[config.mk]
export PLATFORM = sky130hd
export DESIGN_NAME = prio_level_reg
export DESIGN_NICKNAME = d
export VERILOG_FILES = /design/src/rtl/prio_lvl_pkg.sv /design/src/rtl/prio_lvl_state.sv /design/src/rtl/prio_lvl_mask.sv /design/src/rtl/prio_lvl_skip.sv /design/src/rtl/prio_level_reg.sv
export SDC_FILE = /design/constraint.sdc
export NUM_CORES = 1
export LEC_CHECK = 0
export ABC_AREA = 1
export ABC_CLOCK_PERIOD_IN_PS = 1300
export BUFFER_PORTS_ARGS = -buffer_cell sky130_fd_sc_hd__buf_2
export CORE_AREA = 2 2 48 50
export CTS_CLUSTER_DIAMETER = 30
export CTS_CLUSTER_SIZE = 16
export DETAILED_ROUTE_END_ITERATION = 16
export DIE_AREA = 0 0 50 52
export PLACE_DENSITY = 0.74
export SLEW_MARGIN = 20
export SYNTH_ARGS = -nofsm -noshare
export SYNTH_HDL_FRONTEND = slang
export SYNTH_SLANG_ARGS = --single-unit
[constraint.sdc]
create_clock -name clk -period 1.3 [get_ports clk]
set_input_delay 0.13 -clock clk [delete_from_list [all_inputs] [get_ports clk]]
set_output_delay 0.13 -clock clk [all_outputs]
set_load 0.05 [all_outputs]
[src/rtl/prio_lvl_pkg.sv]
package prio_lvl_pkg;

    parameter int NUM_LVL = 8;
    localparam int LVL_W  = $clog2(NUM_LVL);
    localparam int SEL_W  = NUM_LVL + 1;

    typedef logic [NUM_LVL-1:0] lvl_vec_t;
    typedef logic [LVL_W-1:0]   lvl_idx_t;

    // enable sits above the active bits so the packed struct is the status word
    typedef struct packed {
        logic     en;
        lvl_vec_t act;
    } lvl_state_t;

    // isolates the most urgent (lowest index) set bit
    function automatic lvl_vec_t lowest_bit(lvl_vec_t v);
        return v & (~v + lvl_vec_t'(1));
    endfunction

    // bit i is set when any of v[0..i] is set
    function automatic lvl_vec_t prefix_any(lvl_vec_t v);
        lvl_vec_t r;
        r[0] = v[0];
        for (int i = 1; i < NUM_LVL; i++) begin
            r[i] = r[i-1] | v[i];
        end
        return r;
    endfunction

endpackage

[src/rtl/prio_lvl_state.sv]
module prio_lvl_state
    import prio_lvl_pkg::*;
(
    input  logic       clk,
    input  logic       rst,
    input  logic       en_wr,
    input  logic       en_val,
    input  logic       grant_vld,
    input  lvl_idx_t   grant_lvl,
    input  logic       raise_vld,
    input  lvl_vec_t   raise_req,
    input  logic       dbk,
    output lvl_state_t st_q
);

    lvl_state_t st_d;
    lvl_vec_t   after_dbk;
    lvl_vec_t   grant_set;
    lvl_vec_t   raise_pick;
    lvl_vec_t   raise_set;

    always_comb begin
        after_dbk  = dbk ? (st_q.act & ~lowest_bit(st_q.act)) : st_q.act;
        grant_set  = grant_vld ? (lvl_vec_t'(1) << grant_lvl) : '0;
        raise_pick = raise_vld ? lowest_bit(raise_req) : '0;
        // accepted only if no active bit sits at or above the picked level
        raise_set  = ((raise_pick & prefix_any(st_q.act)) == '0) ? raise_pick : '0;
        st_d.act   = after_dbk | grant_set | raise_set;
        st_d.en    = en_wr ? en_val : st_q.en;
    end

    always_ff @(posedge clk) begin
        if (rst) begin
            st_q <= '0;
        end else begin
            st_q <= st_d;
        end
    end

endmodule

[src/rtl/prio_lvl_mask.sv]
module prio_lvl_mask
    import prio_lvl_pkg::*;
(
    input  lvl_state_t st,
    output lvl_vec_t   quiet,
    output lvl_vec_t   allow_mask
);

    // quiet[i]: levels 0..i all idle, built as a ripple chain
    for (genvar i = 0; i < NUM_LVL; i++) begin : g_quiet
        if (i == 0) begin : g_first
            assign quiet[i] = ~st.act[i];
        end else begin : g_next
            assign quiet[i] = quiet[i-1] & ~st.act[i];
        end
    end

    assign allow_mask = st.en ? quiet : '0;

endmodule

[src/rtl/prio_lvl_skip.sv]
module prio_lvl_skip
    import prio_lvl_pkg::*;
(
    input  logic             en,
    input  lvl_vec_t         quiet,
    input  logic [SEL_W-1:0] skip_sel,
    output logic             skip_hit
);

    assign skip_hit = (skip_sel[NUM_LVL] & en) | (|(skip_sel[NUM_LVL-1:0] & quiet));

endmodule

[src/rtl/prio_level_reg.sv]
module prio_level_reg
    import prio_lvl_pkg::*;
(
    input  logic             clk,
    input  logic             rst,
    input  logic             en_wr,
    input  logic             en_val,
    input  logic             grant_vld,
    input  logic [LVL_W-1:0] grant_lvl,
    input  logic             raise_vld,
    input  logic [NUM_LVL-1:0] raise_req,
    input  logic             dbk,
    input  logic [SEL_W-1:0] skip_sel,
    output logic [NUM_LVL-1:0] allow_mask,
    output logic             skip_hit,
    output logic [SEL_W-1:0] status
);

    lvl_state_t st_q;
    lvl_vec_t   quiet;

    prio_lvl_state u_state (
        .clk       (clk),
        .rst       (rst),
        .en_wr     (en_wr),
        .en_val    (en_val),
        .grant_vld (grant_vld),
        .grant_lvl (grant_lvl),
        .raise_vld (raise_vld),
        .raise_req (raise_req),
        .dbk       (dbk),
        .st_q      (st_q)
    );

    prio_lvl_mask u_mask (
        .st         (st_q),
        .quiet      (quiet),
        .allow_mask (allow_mask)
    );

    prio_lvl_skip u_skip (
        .en       (st_q.en),
        .quiet    (quiet),
        .skip_sel (skip_sel),
        .skip_hit (skip_hit)
    );

    assign status = st_q;

endmodule

# --- After elaboration in Yosys (flattened, before gate mapping) ---
# Cells that the tools add are included.
totals:
  reg_bits: 9
  inputBits: 27
  output_inout_bits: 18
op_classes:
  n_addsub: 2
  n_shift: 1
  n_mux: 5
  n_bitwise: 34
  n_reduce_logical: 2
ops:
  columns: ["cell", "n"]
  rows:
  - ["AND 8 bit", 5]
  - ["2-to-1 mux 8 bit", 5]
  - ["NOT 8 bit", 3]
  - ["adder 8 x 1 -> 8 bit (second input constant)", 2]
  - ["OR 8 bit", 2]
  - ["AND 1 bit", 8]
  - ["zero test 8 bit", 1]
  - ["NOT 1 bit", 8]
  - ["OR 1 bit", 8]
  - ["OR reduction 8 bit", 1]
  - ["<< shifter 1 x 3 -> 8 bit (first input constant)", 1]

# --- Depth between registers and ports, before layout ---
depth:
  word_depth: 11
  ltp_mapped: 10
  depth_no_buf: 10

# --- Hierarchy ---
# A second synthesis with hierarchy kept.
hier_totals:
  cells_unflattened: 163
  area_unflattened_um2: 919.6
by_module_without_submodules:
  columns: ["module", "n_inst", "cells_each", "area_each_um2"]
  rows:
  - ["prio_lvl_state", 1, 120, 714.4]
  - ["prio_lvl_mask", 1, 25, 136.4]
  - ["prio_lvl_skip", 1, 18, 68.8]

# --- Least setup slack after synthesis ---
# No wires, ideal clock.
synth_timing:
  path_type: "register to output"
  startpoint: "register, netlist name u_state.st_q[5]"
  endpoint: "output allow_mask[7]"
  t_arrival_ps: 2421
  required_time_ps: 1170
  path_slack_ps: -1251
  path_stages_with_launch: 3
  n_path_buf: 0
  path_cell_list: "dfxtp_1 > or2_2 > nor4_1"
synth_between:
  elab_chain_cells: 5
synth_rtl:
  columns: ["element", "line_no", "text"]
  rows:
  - ["NOT 1 bit", "prio_lvl_mask.sv:14", "assign quiet[i] = quiet[i-1] & ~st.act[i];"]
  - ["AND 1 bit (3 in a row)", "prio_lvl_mask.sv:14", null]
  - ["2-to-1 mux 8 bit", "prio_lvl_mask.sv:18", "assign allow_mask = st.en ? quiet : '0;"]
  - ["to (decl)", "prio_level_reg.sv:14", "output logic [NUM_LVL-1:0] allow_mask,"]
# No other way between the ends.

# --- Final worst setup path ---
layout_timing:
  startpoint: "register, netlist name u_state.st_q[2]"
  endpoint: "output allow_mask[7]"
layout_between:
  elab_chain_cells: 8
layout_rtl:
  columns: ["element", "line_no"]
  rows:
  - ["NOT 1 bit", "prio_lvl_mask.sv:14"]
  - ["AND 1 bit (6 in a row)", "prio_lvl_mask.sv:14"]
  - ["2-to-1 mux 8 bit", "prio_lvl_mask.sv:18"]
# No other way between the ends.

==> metrics <==
outcome complete, but fails checks; failing checks negative setup slack; mean routed wirelength per cell around 13 µm; synthesized flop and latch total 9; crit start category register; crit share post-route 1.25; share of layout cells above drive strength 1 0.565; Final min period 1.63 ns; worst hold path class input pin to register; via count 1206; total wire length approximately 3.0 mm; fin area between 1500 and 2000 µm²; Max Cap Violations 0; initial antenna violation count 0; most frequent cell after synthesis nand2_1; Final WS setup -0.326 ns; Hold Slack about 0.11 ns; Worst Skew between 0.007 and 0.008 ns; Clock transition at path regs 0.08 ns; std cell rows 17; area share of the largest cell type after synthesis 0.228; die height approximately 52 µm; registers with the most flip-flops u_state.st_q (9); antenna diode count 0; Syn Std Cell Area 790 µm²; drt initial violations 21; Starting Density 0.375; GR Overflow Total 0; Top reg by flops u_state.st_q; sequential area share after synthesis 0.228; largest family of logic cells by synthesized area simple AND/OR/NAND/NOR gates; die width roughly 50 µm; Adder-Cell Fraction of Synth Area 0; core area around 2100 µm²; clk sink count 9; Final Slew Violations 0; antenna viol nets, final 0; hold_buf cts 0; CTS tree done; vias in the first global route between 1000 and 1500; routability-driven placement congestion ratio 0.916; DR vias/cell just over 5; Post-DP Area 1260 µm²; final core utilization 0.723; P per Cell Area ~780 nW/µm²; Root Driver clkbuf_4; top cells by area, synth dfxtp_1 23%, nand2_1 18%, inv_1 10%; fill count 151; Worst EP required roughly 1.2 ns; RSZ-0062 raised after global routing true; Ports 45; area grow syn2layout 92.7%; Top FF cell, synth dfxtp_1; Rel. slew slack 0.825; drt first pass iters 4; XOR/XNOR Fraction of Synth Area 0; DRC Markers 0; WS Path Type register to output pin; crit end category output pin; cell taking the most area after synthesis dfxtp_1; worst slew pin tran around 0.26 ns; CTS Buf Count 3; ys async rst share 0; Post-synth EDFFs 0; GRT Total Usage 0.230; pin count of the biggest net entering global routing 10; CP max FO 4; IO buf count 44; Mean Syn Cell Area about 5.8 µm²; final hold violations 0; nets approximately 240; TNS Setup -4.28 ns; r2r setup slk -0.31 ns; most common library cells after synthesis 38 x nand2_1, 22 x inv_1, 21 x nor2_1, 13 x a21oi_1, 9 x dfxtp_1; CTS max path bufs 2; # H-tree levels 1; Die ar. 2600 µm²; synthesized net count 164; max FFs per register 9; maximum VDD drop roughly 570 µV; clk_lat worst skew between 0.2 and 0.3 ns; dpl hpwl 2.16 mm; yosys warns 0; setup violators final 16; Mapped Cells between 100 and 150; Synth Area in Compound Gates 0.157; Critical Path AT roughly 1.5 ns; first-pass GRT wire length between 4 and 5 mm; post-synthesis mux area share 0; fmax around 620 MHz; post-synthesis cell type count 23; LEAKAGE just under 0.0008 µW; simple logic cell fraction of the synthesized area 0.487
-- worst max-delay path, stage by stage (launching register included) --
cell and delay, ns:
dfxtp_4 0.36, nor2_4 0.19, nand3_4 0.16, buf_6 0.18, nor4_4 0.15, buf_6 0.19
-- logic make-up (layout without fill, tap and decap cells) --
logic type / after synthesis / after routing
compound gates: 21 / 21
flops: 9 / 9
simple gates: 81 / 81
buf+inv: 26 / 98
-- power breakdown --
part           switching, µW  internal [µW]
registers               13.6            286
logic                    374            278
clock network            118            119
-- cells in the final DEF, fill, tap and decap left out, types with 3 or more instances in the layout --
master / netlist / final
a21oi_1: 13 / 9
a21oi_2: 0 / 4
a22oi_1: 3 / 3
a32oi_1: 3 / 3
buf_2: 0 / 35
buf_4: 1 / 15
buf_6: 0 / 19
clkbuf_4: 0 / 3
dfxtp_2: 0 / 4
dfxtp_4: 0 / 5
inv_1: 22 / 17
inv_2: 1 / 4
nand2_1: 38 / 31
nand2_2: 2 / 7
nand3_1: 6 / 4
nand4_1: 3 / 3
nor2_1: 21 / 16
nor2_4: 2 / 8
-- path summary, 6_finish.rpt --
check | to | depth (start not counted) | startpoint
min reg2reg | u_state.st_q[7]$_SDFF_PP0_ | 2 | u_state.st_q[7]$_SDFF_PP0_
max reg2reg | u_state.st_q[1]$_SDFF_PP0_ | 10 | u_state.st_q[2]$_SDFF_PP0_
min | u_state.st_q[8]$_SDFFE_PP0P_ | 3 | en_val
max | allow_mask[7] | 5 | u_state.st_q[2]$_SDFF_PP0_
-- layout make-up --
class | count | area (µm²) | share of cell area
Sequential cell | 9 | 204 | 0.134
Inverter | 24 | 96.3 | 0.0633
Clock buffer | 4 | 26.3 | 0.0173
Multi-Input combinational cell | 102 | 643 | 0.423
Tap cell | 28 | 35.0 | 0.0230
Timing Repair Buffer | 70 | 517 | 0.340
-- repair_timing --
item	CTS	global route
gates resized for setup	36	24
pin swaps	8	15
setup endpoints to repair	17	17
buffers inserted	5	1
-- layer usage --
metal  global-route usage  routed length (µm)  part of all wire
met5                    0                   0                 0
met4                0.134                  87             0.029
met1                0.229                1190              0.40
met2                0.441                1540              0.51
met3               0.0402                 187             0.062
-- stage by stage --
stage	power, µW	setup slack (ns)	instances
floorplan	614	-0.237	137
global placement	802	-0.158	227
detailed placement	809	-0.194	227
CTS	1120	-0.296	236
global route	1240	-0.402	237
finish	1190	-0.326	237
Power figures use the tool's default switching activity.
